[src/rtl/sidf_pkg.sv]
package sidf_pkg;

  // Width of one configuration word (type word and match word).
  localparam int unsigned CFG_W    = 32;
  // Bit of the type word that selects span matching.
  localparam int unsigned SPAN_POS = 29;

  // Marks the don't-care field of a span match word. The result has a one at
  // the lowest zero bit of m and at every bit below it. When m is all ones,
  // the carry runs out of the top and the result is all ones.
  function automatic logic [CFG_W-1:0] span_ignore(input logic [CFG_W-1:0] m);
    return m ^ (m + 32'd1);
  endfunction

  // Nonzero when a StreamID disagrees with the match value on a cared bit.
  function automatic logic [CFG_W-1:0] sid_diff(input logic [CFG_W-1:0] sid,
                                                input logic [CFG_W-1:0] match,
                                                input logic [CFG_W-1:0] care);
    return (sid ^ match) & care;
  endfunction

endpackage

[src/rtl/sidf_care_decode.sv]
module sidf_care_decode
  import sidf_pkg::*;
#(
  parameter int unsigned SIDW = 16
) (
  input  logic             span_en,
  input  logic [CFG_W-1:0] match_val,
  output logic [SIDW-1:0]  care_mask
);

  // Don't-care field derived from the match value itself.
  logic [SIDW-1:0] ign_field;

  assign ign_field = SIDW'(span_ignore(match_val));
  assign care_mask = span_en ? ~ign_field : '1;

endmodule

[src/rtl/sidf_slot.sv]
module sidf_slot
  import sidf_pkg::*;
#(
  parameter int unsigned SIDW = 16,
  parameter int unsigned EVW  = 8
) (
  input  logic [EVW-1:0]  evt_code,
  input  logic [SIDW-1:0] evt_sid,
  input  logic [EVW-1:0]  slot_code,
  input  logic [SIDW-1:0] match_low,
  input  logic [SIDW-1:0] care_mask,
  output logic            code_eq,
  output logic            sid_eq,
  output logic            slot_hit
);

  logic [CFG_W-1:0] diff_w;

  assign diff_w   = sid_diff(CFG_W'(evt_sid), CFG_W'(match_low), CFG_W'(care_mask));
  assign code_eq  = (evt_code == slot_code);
  assign sid_eq   = (diff_w == '0);
  assign slot_hit = code_eq & sid_eq;

endmodule

[src/rtl/sidf_pulse_reg.sv]
module sidf_pulse_reg #(
  parameter int unsigned NCNT = 4
) (
  input  logic            clk,
  input  logic            rst_n,
  input  logic [NCNT-1:0] d_fire,
  output logic [NCNT-1:0] q_fire
);

  always_ff @(posedge clk or negedge rst_n) begin
    if (!rst_n) q_fire <= '0;
    else        q_fire <= d_fire;
  end

endmodule

[src/rtl/sidf_top.sv]
module sidf_top
  import sidf_pkg::*;
#(
  parameter int unsigned NCNT = 4,
  parameter int unsigned SIDW = 16,
  parameter int unsigned EVW  = 8
) (
  input  logic                  clk,
  input  logic                  rst_n,
  input  logic                  global_mode,
  input  logic                  evt_valid,
  input  logic [EVW-1:0]        evt_code,
  input  logic [SIDW-1:0]       evt_sid,
  input  logic [NCNT*CFG_W-1:0] cfg_type,
  input  logic [NCNT*CFG_W-1:0] cfg_match,
  output logic [NCNT-1:0]       qual_evt
);

  localparam int unsigned CFG_BITS = NCNT * CFG_W;

  // Shared filter for global mode: slot 0's settings.
  logic             base_span;
  logic [CFG_W-1:0] base_match;
  logic [NCNT-1:0]  slot_hit;
  logic [NCNT-1:0]  slot_code_eq;
  logic [NCNT-1:0]  slot_sid_eq;
  logic [NCNT-1:0]  fire_now;

  assign base_span  = cfg_type[SPAN_POS];
  assign base_match = cfg_match[CFG_W-1:0];

  for (genvar j = 0; j < NCNT; j++) begin : g_slot
    logic [CFG_W-1:0] own_type;
    logic [CFG_W-1:0] own_match;
    logic             eff_span;
    logic [CFG_W-1:0] eff_match;
    logic [SIDW-1:0]  care;
    logic             unused_type_bits;

    assign own_type  = cfg_type[j*CFG_W +: CFG_W];
    assign own_match = cfg_match[j*CFG_W +: CFG_W];
    assign eff_span  = global_mode ? base_span  : own_type[SPAN_POS];
    assign eff_match = global_mode ? base_match : own_match;
    assign unused_type_bits = ^{own_type[CFG_W-1:SPAN_POS+1], own_type[SPAN_POS-1:EVW]};

    sidf_care_decode #(.SIDW(SIDW)) u_care (
      .span_en   (eff_span),
      .match_val (eff_match),
      .care_mask (care)
    );

    sidf_slot #(.SIDW(SIDW), .EVW(EVW)) u_slot (
      .evt_code  (evt_code),
      .evt_sid   (evt_sid),
      .slot_code (own_type[EVW-1:0]),
      .match_low (eff_match[SIDW-1:0]),
      .care_mask (care),
      .code_eq   (slot_code_eq[j]),
      .sid_eq    (slot_sid_eq[j]),
      .slot_hit  (slot_hit[j])
    );

    // exact mode rejects any StreamID differing from the match word.
    assert_exact_reject_R1: assert property (@(posedge clk) disable iff (!rst_n)
      (evt_valid && !global_mode && !cfg_type[j*CFG_W + SPAN_POS] &&
       evt_code == cfg_type[j*CFG_W +: EVW] &&
       evt_sid != cfg_match[j*CFG_W +: SIDW]) |=> !qual_evt[j]);

    // an all-ones span match word accepts any StreamID.
    assert_allones_pass_R4: assert property (@(posedge clk) disable iff (!rst_n)
      (evt_valid && !global_mode && cfg_type[j*CFG_W + SPAN_POS] &&
       (&cfg_match[j*CFG_W +: CFG_W]) &&
       evt_code == cfg_type[j*CFG_W +: EVW]) |=> qual_evt[j]);

    // a code mismatch never fires the slot.
    assert_code_gate_R7: assert property (@(posedge clk) disable iff (!rst_n)
      (evt_code != cfg_type[j*CFG_W +: EVW]) |=> !qual_evt[j]);

    // in global mode, slots whose codes agree with slot 0 give equal results.
    assert_global_share_R8: assert property (@(posedge clk) disable iff (!rst_n)
      (evt_valid && global_mode &&
       evt_code == cfg_type[j*CFG_W +: EVW] &&
       evt_code == cfg_type[EVW-1:0]) |=> (qual_evt[j] == qual_evt[0]));
  end

  assign fire_now = {NCNT{evt_valid}} & slot_hit;

  sidf_pulse_reg #(.NCNT(NCNT)) u_pulse (
    .clk    (clk),
    .rst_n  (rst_n),
    .d_fire (fire_now),
    .q_fire (qual_evt)
  );

  // without an event pulse, nothing fires on the next cycle.
  assert_needs_event_R9: assert property (@(posedge clk) disable iff (!rst_n)
    !evt_valid |=> (qual_evt == '0));

  // an accepted event pulse appears exactly one cycle later.
  assert_latency_R9: assert property (@(posedge clk) disable iff (!rst_n)
    (evt_valid && slot_code_eq[0] && slot_sid_eq[0]) |=> qual_evt[0]);

  // reset clears every pulse.
  always_comb begin
    if (!rst_n) assert_reset_clear_R10: assert (qual_evt == '0);
  end

  logic unused_cfg_width;
  assign unused_cfg_width = ^CFG_BITS;

endmodule

[config.mk]
export PLATFORM = sky130hd
export DESIGN_NAME = sidf_top
export DESIGN_NICKNAME = d
export VERILOG_FILES = /design/src/rtl/sidf_pkg.sv /design/src/rtl/sidf_care_decode.sv /design/src/rtl/sidf_slot.sv /design/src/rtl/sidf_pulse_reg.sv /design/src/rtl/sidf_top.sv
export SDC_FILE = /design/constraint.sdc
export NUM_CORES = 1
export LEC_CHECK = 0
export BUFFER_PORTS_ARGS = -buffer_cell sky130_fd_sc_hd__buf_2
export CAP_MARGIN = 20
export CORE_AREA = 4 4 110 112
export CTS_BUF_LIST = sky130_fd_sc_hd__clkbuf_16
export DETAILED_ROUTE_END_ITERATION = 8
export DIE_AREA = 0 0 114 116
export PLACE_DENSITY = 0.66
export SLEW_MARGIN = 0
export SYNTH_ARGS = -nofsm -noshare
export SYNTH_HDL_FRONTEND = slang
export SYNTH_SLANG_ARGS = --single-unit
[constraint.sdc]
create_clock -name clk -period 0.8 [get_ports clk]
set_input_delay 0.04 -clock clk [delete_from_list [all_inputs] [get_ports clk]]
set_output_delay 0.04 -clock clk [all_outputs]
set_load 0.02 [all_outputs]
# Word level (Yosys, flattened, before mapping)
# Cells that the tools add are included.
# W data, S select, Z words.
# totals
register_bits	4
output_inout_bits	4
word_cells	44
# classes
add_sub_neg	4
eq_ne	4
mux	10
n_bitwise	21
reduce_logical	4
# op_table
cell	count
$and A32 B16 Y32	4
$logic_not A32 Y1	4
$xor A16 B16 Y16	8
$mux W16	7
$add A16 B1 Y16 const B	4
$not A16 Y16	4
$eq A8 B8 Y1	4
$and A1 B1 Y1	4
$and A4 B4 Y4	1
$mux W1	3

# Depth between registers and ports, before layout
# Gate-level depths: netlist (run 1).
# logic_depth
depth_word	9
depth_mapped	9
depth_no_buf	7

# Hierarchy
# From an unflattened synthesis (run 1), not the netlist that was laid out.
# unflattened
hier_cells	398
hier_area_um2	3383.2
# modules_own_cells
module	n_inst	cells_per_inst	area_per_inst_um2
sidf_slot	4	39	315.3
sidf_top	1	114	1251.2
sidf_care_decode	4	31	192.7
sidf_pulse_reg	1	4	100.1

# Least setup slack after synthesis (run 1)
# No wires, ideal clock.
# synth_path
path_type	input -> register
from	in cfg_type[29]
to	reg u_pulse.q_fire[2]
setup_time_ps	67
t_arrival_ps	1928
required_time_ps	733
slack_ps	-1195
cell_stages	7
path_buffers	1
path_cell_list	buf_4 -> nand3_1 -> a222oi_1 -> nand2_1 -> or4_1 -> a2111oi_2 -> o2111a_1
# synth_via
elab_chain_cells	6
# synth_lines
element	line_no	rtl
from (decl)	sidf_top.sv:14	input logic [NCNT*CFG_W-1:0] cfg_type,
$mux W1	sidf_top.sv:42	assign eff_span = global_mode ? base_span : own_type[SPAN_POS];
$mux W16	sidf_care_decode.sv:15	assign care_mask = span_en ? ~ign_field : '1;
$and A32 B16 Y32	sidf_pkg.sv:19	return (sid ^ match) & care;
$logic_not A32 Y1	sidf_slot.sv:21	assign sid_eq = (diff_w == '0);
$and A1 B1 Y1	sidf_slot.sv:22	assign slot_hit = code_eq & sid_eq;
$and A4 B4 Y4	sidf_top.sv:86	assign fire_now = {NCNT{evt_valid}} & slot_hit;
net fire_now[2]	sidf_top.sv:27	logic [NCNT-1:0] fire_now;
to (signal assigned)	sidf_pulse_reg.sv:12	else q_fire <= d_fire;
to (decl)	sidf_pulse_reg.sv:7	output logic [NCNT-1:0] q_fire
# The timed path passes the listed nets, and every way through them passes these cells.

# Worst setup path after layout (run 1)
# layout_path
from	in global_mode
to	reg u_pulse.q_fire[3]
# layout_via
elab_chain_cells	9
# layout_lines
element	line_no	rtl
from (decl)	sidf_top.sv:10	input logic global_mode,
$mux W16	sidf_top.sv:43	assign eff_match = global_mode ? base_match : own_match;
$add A16 B1 Y16	sidf_pkg.sv:12	return m ^ (m + 32'd1);
$xor A16 B16 Y16	sidf_pkg.sv:12	
$not A16 Y16	sidf_care_decode.sv:15	
$mux W16	sidf_care_decode.sv:15	
$and A32 B16 Y32 (*)	sidf_pkg.sv:19	
$logic_not A32 Y1 (*)	sidf_slot.sv:21	
$and A1 B1 Y1 (*)	sidf_slot.sv:22	
$and A4 B4 Y4 (*)	sidf_top.sv:86	
net fire_now[3]	sidf_top.sv:27	
# The timed path passes the listed nets; every way through them passes the cells marked *.

==> flow_summary.ini, run 1 <==
[route]
drt_wl_total_um = 14690
route.detailed.drc = 0
dr.pass1.iters = 8
ant_nets = 0
avgRoutedWirePerCell_um = 18.69
drt_iter0_drc = 261
avgViaCountPerCell = 5.275
dr_total_vias = 4146

[finish]
diodes = 0
drive_gt1_share_pct = 50.39
final_nets = 930
reg.largest.list = u_pulse.q_fire (4)
fin_cells = 786
area.growth.synth_to_final_pct = 82.93
ff_latch_area_um2 = 100.1
fin_util_pct = 46.01
top_register = u_pulse.q_fire
multi_input_area_um2 = 2779
final.fill_count = 1106
largest_reg_flops = 4
fin_area_um2 = 5164

[yosys]
syn_inst = 386
synth_edf_count = 0
ys_seq_elements = 4
synthFlopType = dfrtp_1
seq_area_frac_synth_pct = 3.546
avgSynthCellArea_um2 = 7.313
postSynth.asyncResetShare_pct = 100.0
synth_fp_nets = 671
yosysWarnings = 0
synthDistinctLibCells = 50
synth_area_um2 = 2823

[global_routing]
overflow = 0
grt_pass1_wl_um = 21690
grt_pass1_vias = 4312
antenna_found_initial = 2
grt_max_degree = 16
track_usage_pct = 21.02

[clock_network]
clockRootBuffer = clkbuf_16
clock_sinks = 4
htree_levels = 1
cts_tree = built
cts_buffers = 3
clk_pin_slew_worst_paths_ns = 0.03
ctsLongestPathBuffers = 2

[critical_path]
cpPeakStageDelay_ns = 0.39
crit_type = in -> reg
cp_num_buf_inv = 5
cp_top_family = simple AND/OR/NAND/NOR gates
crit_fanout = 5
required_ns = 0.93
worstPathArrival_ns = 1.92
worstSetupEndpointType = flip-flop
crit_chain = buf_12, buf_6, buf_12, nand3b_1, a221oi_2, buf_4, buf_6, a31oi_1, or3_1, nor4_2
slowest_stage = or3_1
cp-start-kind = input pin

[floorplan]
ioPinCount = 288
num_rows = 39
start_util_pct = 25.15
die_w_um = 114
dieArea_um2 = 13220
core_region_area_um2 = 11220
fp.dieH_um = 116

[timing]
finalCriticalPeriod_ns = 1.786
worst_pin_slew_ns = 0.7000
max_slew_margin_pct = 52.91
final.setup.worst_slack_ns = -0.9865
report.final.slew_viol_count = 0
fmax_mhz = 559.8
hold_viol_final = 0
final.period_utilization_pct = 223.3
timing.hold.ws_ns = 0.1862
setup_violations = 5
rsz0062_at_grt = true

[run_status]
status = complete, but fails checks
violations = negative setup slack

[placement]
dp.cells = 759
place_hpwl_um = 12250
place_congestion = 0.9831
place_area_um2 = 4571
dp_slack_ns = -1.358
portBuffers = 131

[pwr]
irDropWorstVdd_mv = 0.9049
powerDensity_nw_per_um2 = 762.8
power.leakage_nw = 2.359

[hold_path]
min_path_type = in -> async

[run]
drv_cap = 0
## metal layers
layer  global-route usage (%)  vias up  wire (um)
li1                         -     1937          -
met4                    7.601        4        499
met5                        0        -         27
met3                    5.796       47       1388
met2                    37.55      223       7147
met1                    23.97     1935       5630
## cell type report
class,instances,share of cell area [%]
clock buffer,3,1.454
multi-input combinational,343,53.82
sequential,4,1.938
timing repair buffer,289,39.04
inverter,4,0.2908
tap,143,3.465
## how the worst max path moves through the flow
| stage | startpoint | endpoint | slack, ns | cells past startpoint |
|---|---|---|---|---|
| after floorplan | cfg_type[29] | u_pulse.q_fire[2] | -1.0 | 7 |
| after global placement | global_mode | u_pulse.q_fire[3] | -1.26 | 10 |
| after detailed placement | global_mode | u_pulse.q_fire[3] | -1.36 | 10 |
| after CTS | global_mode | u_pulse.q_fire[3] | -0.98 | 9 |
| after global routing | global_mode | u_pulse.q_fire[2] | -1.04 | 8 |
| final | global_mode | u_pulse.q_fire[3] | -0.99 | 10 |
## stage by stage
step	total power, mW	TNS [ns]
2_1_floorplan	1.520	-3.243
3_3_place_gp	2.775	-4.870
3_5_place_dp	2.809	-5.163
4_1_cts	3.826	-3.736
5_1_grt	4.148	-3.970
6_report	3.939	-3.679
## power breakdown
part,internal (mW),switching (mW),total (mW)
sequential,0.204,0.00000000337,0.204
clock,0.642,0.168,0.810
combinational,1.51,1.42,2.93
## cells in the mapped netlist (2+ instances only)
library cell / number / area share [%]
a2111oi_0: 3 / 0.93
a211oi_1: 2 / 0.53
a21boi_0: 4 / 1.1
a21o_1: 2 / 0.53
a21oi_1: 14 / 2.5
a221oi_1: 3 / 0.93
a222oi_1: 4 / 1.4
a22o_1: 4 / 1.2
a22oi_1: 2 / 0.53
a31oi_1: 6 / 1.3
a32oi_1: 2 / 0.62
and3_1: 3 / 0.66
buf_2: 9 / 1.6
buf_4: 4 / 1.1
clkbuf_1: 22 / 2.9
dfrtp_1: 4 / 3.5
inv_1: 4 / 0.53
mux2i_1: 42 / 15
nand2_1: 21 / 2.8
nand2b_1: 5 / 1.1
nand3_1: 16 / 2.8
nand3b_1: 14 / 3.7
nand4_1: 14 / 3.1
nand4b_1: 3 / 0.93
nor2_1: 17 / 2.3
nor2b_1: 6 / 1.3
nor3_1: 7 / 1.2
nor4_1: 6 / 1.3
o2111a_1: 2 / 0.80
o211ai_1: 2 / 0.53
o21ai_0: 10 / 1.8
o22ai_1: 8 / 1.8
o31ai_1: 3 / 0.80
o32ai_1: 2 / 0.62
xnor2_1: 77 / 24
xor2_1: 25 / 7.8
## cells by family after synthesis
logic type                 after synthesis  synth area share (%)
and+or+nand+nor                        116                 22.34
xor gates and xnor gates               102                 31.65
AOI/OAI and AO/OA                       82                 21.01
muxes                                   42                 14.89
buffers and inverters                   39                 6.117
DFF                                      4                 3.546
adders and majority gates                1                0.4432
## placed cells by master (no fill, tap or decap), types with 9 or more instances in the layout
cell,Yosys,final
mux2i_1,42,40
buf_6,0,15
a21oi_1,14,12
nand2_1,21,19
xnor2_1,77,76
nand3b_1,14,14
buf_2,9,125
nand3_1,16,10
nand4_1,14,14
o21ai_0,10,9
buf_4,4,140
xor2_1,25,24
nor2_1,17,15
## timing repair
action	in CTS	in global routing
endpoints found under the hold margin	4	0
cloned	2	0
hold buffers	1	0
endpoints found under the setup margin	5	7
pin swaps	23	17
gates resized for setup	41	27
setup buffers	20	2
Power figures use the tool's default switching activity.
==> inputs of run 2 (changes only) <==
SKIP_LAST_GASP = 1   (was not set)
==> flow_summary.ini, run 2 (synthesized netlist as in run 1, its figures left out) <==
[run_status]
status = complete, but fails checks
violations = negative setup slack

[finish]
diodes = 0
drive_gt1_share_pct = 50.08
top_register = u_pulse.q_fire
fin_util_pct = 45.91
final.fill_count = 1102
area.growth.synth_to_final_pct = 82.54
largest_reg_flops = 4
final_nets = 930
layout_commonest_cell = buf_4
final_cell_mix = buf_4, buf_2, xnor2_1
reg.largest.list = u_pulse.q_fire (4)

[global_routing]
grt_pass1_wl_um = 21690
overflow = 0
track_usage_pct = 21.02
grt_max_degree = 16
antenna_found_initial = 2
grt_pass1_vias = 4312

[critical_path]
cp-start-kind = input pin
slowest_stage = or4_4
crit_chain = buf_12, nand3b_1, a222oi_1, buf_4, nand2_4, or4_4, a2111oi_4, o2111a_1
cpPeakStageDelay_ns = 0.50
worstPathArrival_ns = 1.93
crit_fanout = 5
crit_type = in -> reg
worstSetupEndpointType = flip-flop
required_ns = 0.96

[route]
dr.pass1.iters = 5
drt_iter0_drc = 264
avgRoutedWirePerCell_um = 18.72
avgViaCountPerCell = 5.229
ant_nets = 0
route.detailed.drc = 0
dr_total_vias = 4110
drt_wl_total_um = 14710

[timing]
report.final.slew_viol_count = 0
hold_viol_final = 0
setup_violations = 5
finalCriticalPeriod_ns = 1.774
fmax_mhz = 563.8
worst_pin_slew_ns = 0.7036
final.setup.worst_slack_ns = -0.9737
max_slew_margin_pct = 52.67
final.period_utilization_pct = 221.7
timing.hold.ws_ns = 0.1877
rsz0062_at_grt = true

[hold_path]
min_path_type = in -> async

[floorplan]
core_region_area_um2 = 11220
die_w_um = 114
start_util_pct = 25.15
num_rows = 39
dieArea_um2 = 13220
ioPinCount = 288
fp.dieH_um = 116

[pwr]
power.leakage_nw = 2.358
irDropWorstVdd_mv = 0.8971
powerDensity_nw_per_um2 = 763.7

[placement]
portBuffers = 131
place_hpwl_um = 12250
place_congestion = 0.9831

[clock_network]
htree_levels = 1
ctsLongestPathBuffers = 2
clk_pin_slew_worst_paths_ns = 0.03
cts_buffers = 3
cts_tree = built
clock_sinks = 4
clockRootBuffer = clkbuf_16

[run]
drv_cap = 0
==> run 2: per-layer routing <==
metal / up-vias / share of wire (%) / track usage, %
met3: 37 / 9.7 / 5.796
met5: - / 0.18 / 0
li1: 1939 / - / -
met1: 1923 / 38 / 23.97
met2: 207 / 49 / 37.55
met4: 4 / 2.9 / 7.601
==> run 2: area by class of cell <==
| class | instances | area (um2) | area share, % |
|---|---|---|---|
| sequential | 4 | 100.1 | 1.943 |
| inverter | 4 | 15.01 | 0.2914 |
| tap | 143 | 178.9 | 3.473 |
| multi-input combinational | 343 | 2768 | 53.72 |
| clock buffer | 3 | 75.07 | 1.457 |
| timing repair buffer | 289 | 2016 | 39.12 |
==> run 2: worst max-delay path: cells and delay by family <==
family / cells / cell delay [ns]
buffers and inverters: 2 / 0.31
AND/OR/NAND/NOR: 3 / 0.72
AO/OA/AOI/OAI: 3 / 0.85
==> run 2: through the flow <==
step	total power, mW	setup TNS, ns	cells	setup slack (ns)	instance area [um2]
after detailed placement	2.809	-5.163	759	-1.358	4571
after CTS	3.826	-3.736	784	-0.9830	5014
after global routing	4.142	-3.978	786	-1.038	5152
after global placement	2.775	-4.870	759	-1.264	4571
after floorplan	1.520	-3.243	386	-0.9970	2918
final	3.935	-3.672	786	-0.9737	5152
==> run 2: where the power goes <==
part | switching, mW | internal [mW]
Combinational | 1.42 | 1.51
Sequential | 0.00000000335 | 0.204
Clock | 0.166 | 0.641
Total | 1.58 | 2.35
==> run 2: what timing repair did <==
item,CTS,global route
gates resized for setup,41,25
setup buffers,20,2
endpoints found under the setup margin,5,7
hold endpoints to repair,4,0
gates cloned,2,0
hold buffers,1,0
pin swaps,23,17
==> run 2: final timing paths <==
path	startpoint	end	slack, ns	depth (start not counted)
min in group clk	evt_sid[9]	u_pulse.q_fire[1]	0.38	5
min	rst_n	u_pulse.q_fire[1]	0.19	2
max in group asynchronous	rst_n	u_pulse.q_fire[3]	0.44	2
max	global_mode	u_pulse.q_fire[2]	-0.97	8
==> inputs of run 3 (changes only) <==
--- a/config.mk
+++ b/config.mk
@@ -8,3 +8,2 @@
 export BUFFER_PORTS_ARGS = -buffer_cell sky130_fd_sc_hd__buf_2
-export CAP_MARGIN = 20
 export CORE_AREA = 4 4 110 112
==> constraint.sdc (replaced) <==
create_clock -name clk -period 0.8 [get_ports clk]
set_input_delay 0.2 -clock clk [delete_from_list [all_inputs] [get_ports clk]]
set_output_delay 0.2 -clock clk [all_outputs]
set_load 0.02 [all_outputs]
==> flow_summary.ini, run 3 (synthesized netlist as in run 1, its figures left out) <==
[finish]
final_nets = 920
reg.largest.list = u_pulse.q_fire (4)
diodes = 0
area.growth.synth_to_final_pct = 77.04
largest_reg_flops = 4
top_register = u_pulse.q_fire
layout_commonest_cell = buf_4
final_cell_mix = buf_4, buf_2, xnor2_1
drive_gt1_share_pct = 48.50
fin_cells = 776

[route]
avgRoutedWirePerCell_um = 18.71
dr.pass1.iters = 5
avgViaCountPerCell = 5.246
ant_nets = 0
dr_total_vias = 4071
drt_wl_total_um = 14520
route.detailed.drc = 0
drt_iter0_drc = 289

[placement]
dp.cells = 759
portBuffers = 131
place_hpwl_um = 12210
place_congestion = 0.9890

[floorplan]
dieArea_um2 = 13220
fp.dieH_um = 116
core_region_area_um2 = 11220
num_rows = 39
ioPinCount = 288
start_util_pct = 25.15
die_w_um = 114

[critical_path]
required_ns = 0.92
crit_start = global_mode
worstSetupEndpointType = flip-flop
crit_type = in -> reg
cp_num_buf_inv = 3
slowest_stage = or3b_4
crit_chain = buf_12, buf_6, buf_12, nand3b_1, a222oi_1, or3b_4, o22ai_1, nand2_1, nor4_2
worstPathArrival_ns = 2.07
path_common_cell = buf_12
cpPeakStageDelay_ns = 0.43
cp_top_family = simple AND/OR/NAND/NOR gates
cp-start-kind = input pin
crit_fanout = 6

[global_routing]
antenna_found_initial = 0
grt_max_degree = 16
track_usage_pct = 20.74
overflow = 0
grt_pass1_vias = 4210
grt_pass1_wl_um = 21570

[timing]
report.final.slew_viol_count = 0
final.period_utilization_pct = 243.8
fmax_mhz = 512.7
finalCriticalPeriod_ns = 1.951
setup_violations = 8
finalSetupTns_ns = -4.890
rsz0062_at_grt = true
worst_pin_slew_ns = 0.5047
hold_viol_final = 0
final.setup.worst_slack_ns = -1.151
max_slew_margin_pct = 66.00

[pwr]
irDropWorstVdd_mv = 1.703
power.leakage_nw = 2.284
powerDensity_nw_per_um2 = 769.9

[clock_network]
ctsLongestPathBuffers = 2
clock_sinks = 4
clockRootBuffer = clkbuf_16
cts_tree = built
cts_buffers = 3
clk_pin_slew_worst_paths_ns = 0.04
htree_levels = 1

[run]
drv_cap = 0

[run_status]
violations = negative setup slack
status = complete, but fails checks

[hold_path]
min_path_type = in -> async
-- run 3: cell type report --
| type | instances | area [um2] |
|---|---|---|
| repair buffers | 279 | 1921 |
| fillers | 1159 | 6226 |
| multi-input cells | 343 | 2706 |
| inverters | 4 | 15.01 |
| clock buffers | 3 | 75.07 |
| flip-flops and latches | 4 | 101.3 |
| well taps | 143 | 178.9 |
-- run 3: stage by stage --
stage	total power, mW	instance area (um2)	hold WS [ns]	utilization (%)	setup WS, ns
4_1_cts	3.762	4921	0.3456	43.85	-1.110
2_1_floorplan	1.520	2918	-0.09559	-	-1.157
3_5_place_dp	2.805	4571	0.04725	40.72	-1.555
5_1_grt	4.040	4997	0.3817	44.53	-1.270
6_report	3.847	4997	0.3481	44.53	-1.151
3_3_place_gp	2.775	4571	0.04532	40.72	-1.425
-- run 3: routing by layer --
metal / wire [um] / global-route usage, % / up-vias / part of all wire [%]
li1: - / - / 1919 / -
met1: 5693 / 24.73 / 1903 / 39
met2: 7041 / 36.89 / 220 / 48
met3: 1404 / 4.648 / 29 / 9.7
met4: 383 / 6.730 / 0 / 2.6
met5: 0 / 0 / - / 0
-- run 3: path summary, 6_finish.rpt --
path | to | slack, ns | cells after the start
max | u_pulse.q_fire[1] | -1.15 | 9
min | u_pulse.q_fire[0] | 0.35 | 2
max in group asynchronous | u_pulse.q_fire[3] | 0.27 | 2
min in group clk | u_pulse.q_fire[2] | 0.55 | 4
-- run 3: what timing repair did --
| item | in CTS | in global routing |
|---|---|---|
| setup buffers | 9 | 3 |
| hold buffers | 1 | 0 |
| endpoints found under the hold margin | 4 | 0 |
| gates cloned | 2 | 0 |
| pin swaps | 18 | 13 |
| resized for setup | 39 | 14 |
| setup endpoints to repair | 8 | 8 |
-- run 3: power breakdown --
group | internal (mW) | total, mW | switching, mW | leakage (nW)
clock | 0.643 | 0.825 | 0.182 | 0.0370
sequential | 0.203 | 0.203 | 0.00000000380 | 0.0542
combinational | 1.45 | 2.82 | 1.37 | 2.19
total | 2.29 | 3.85 | 1.55 | 2.28
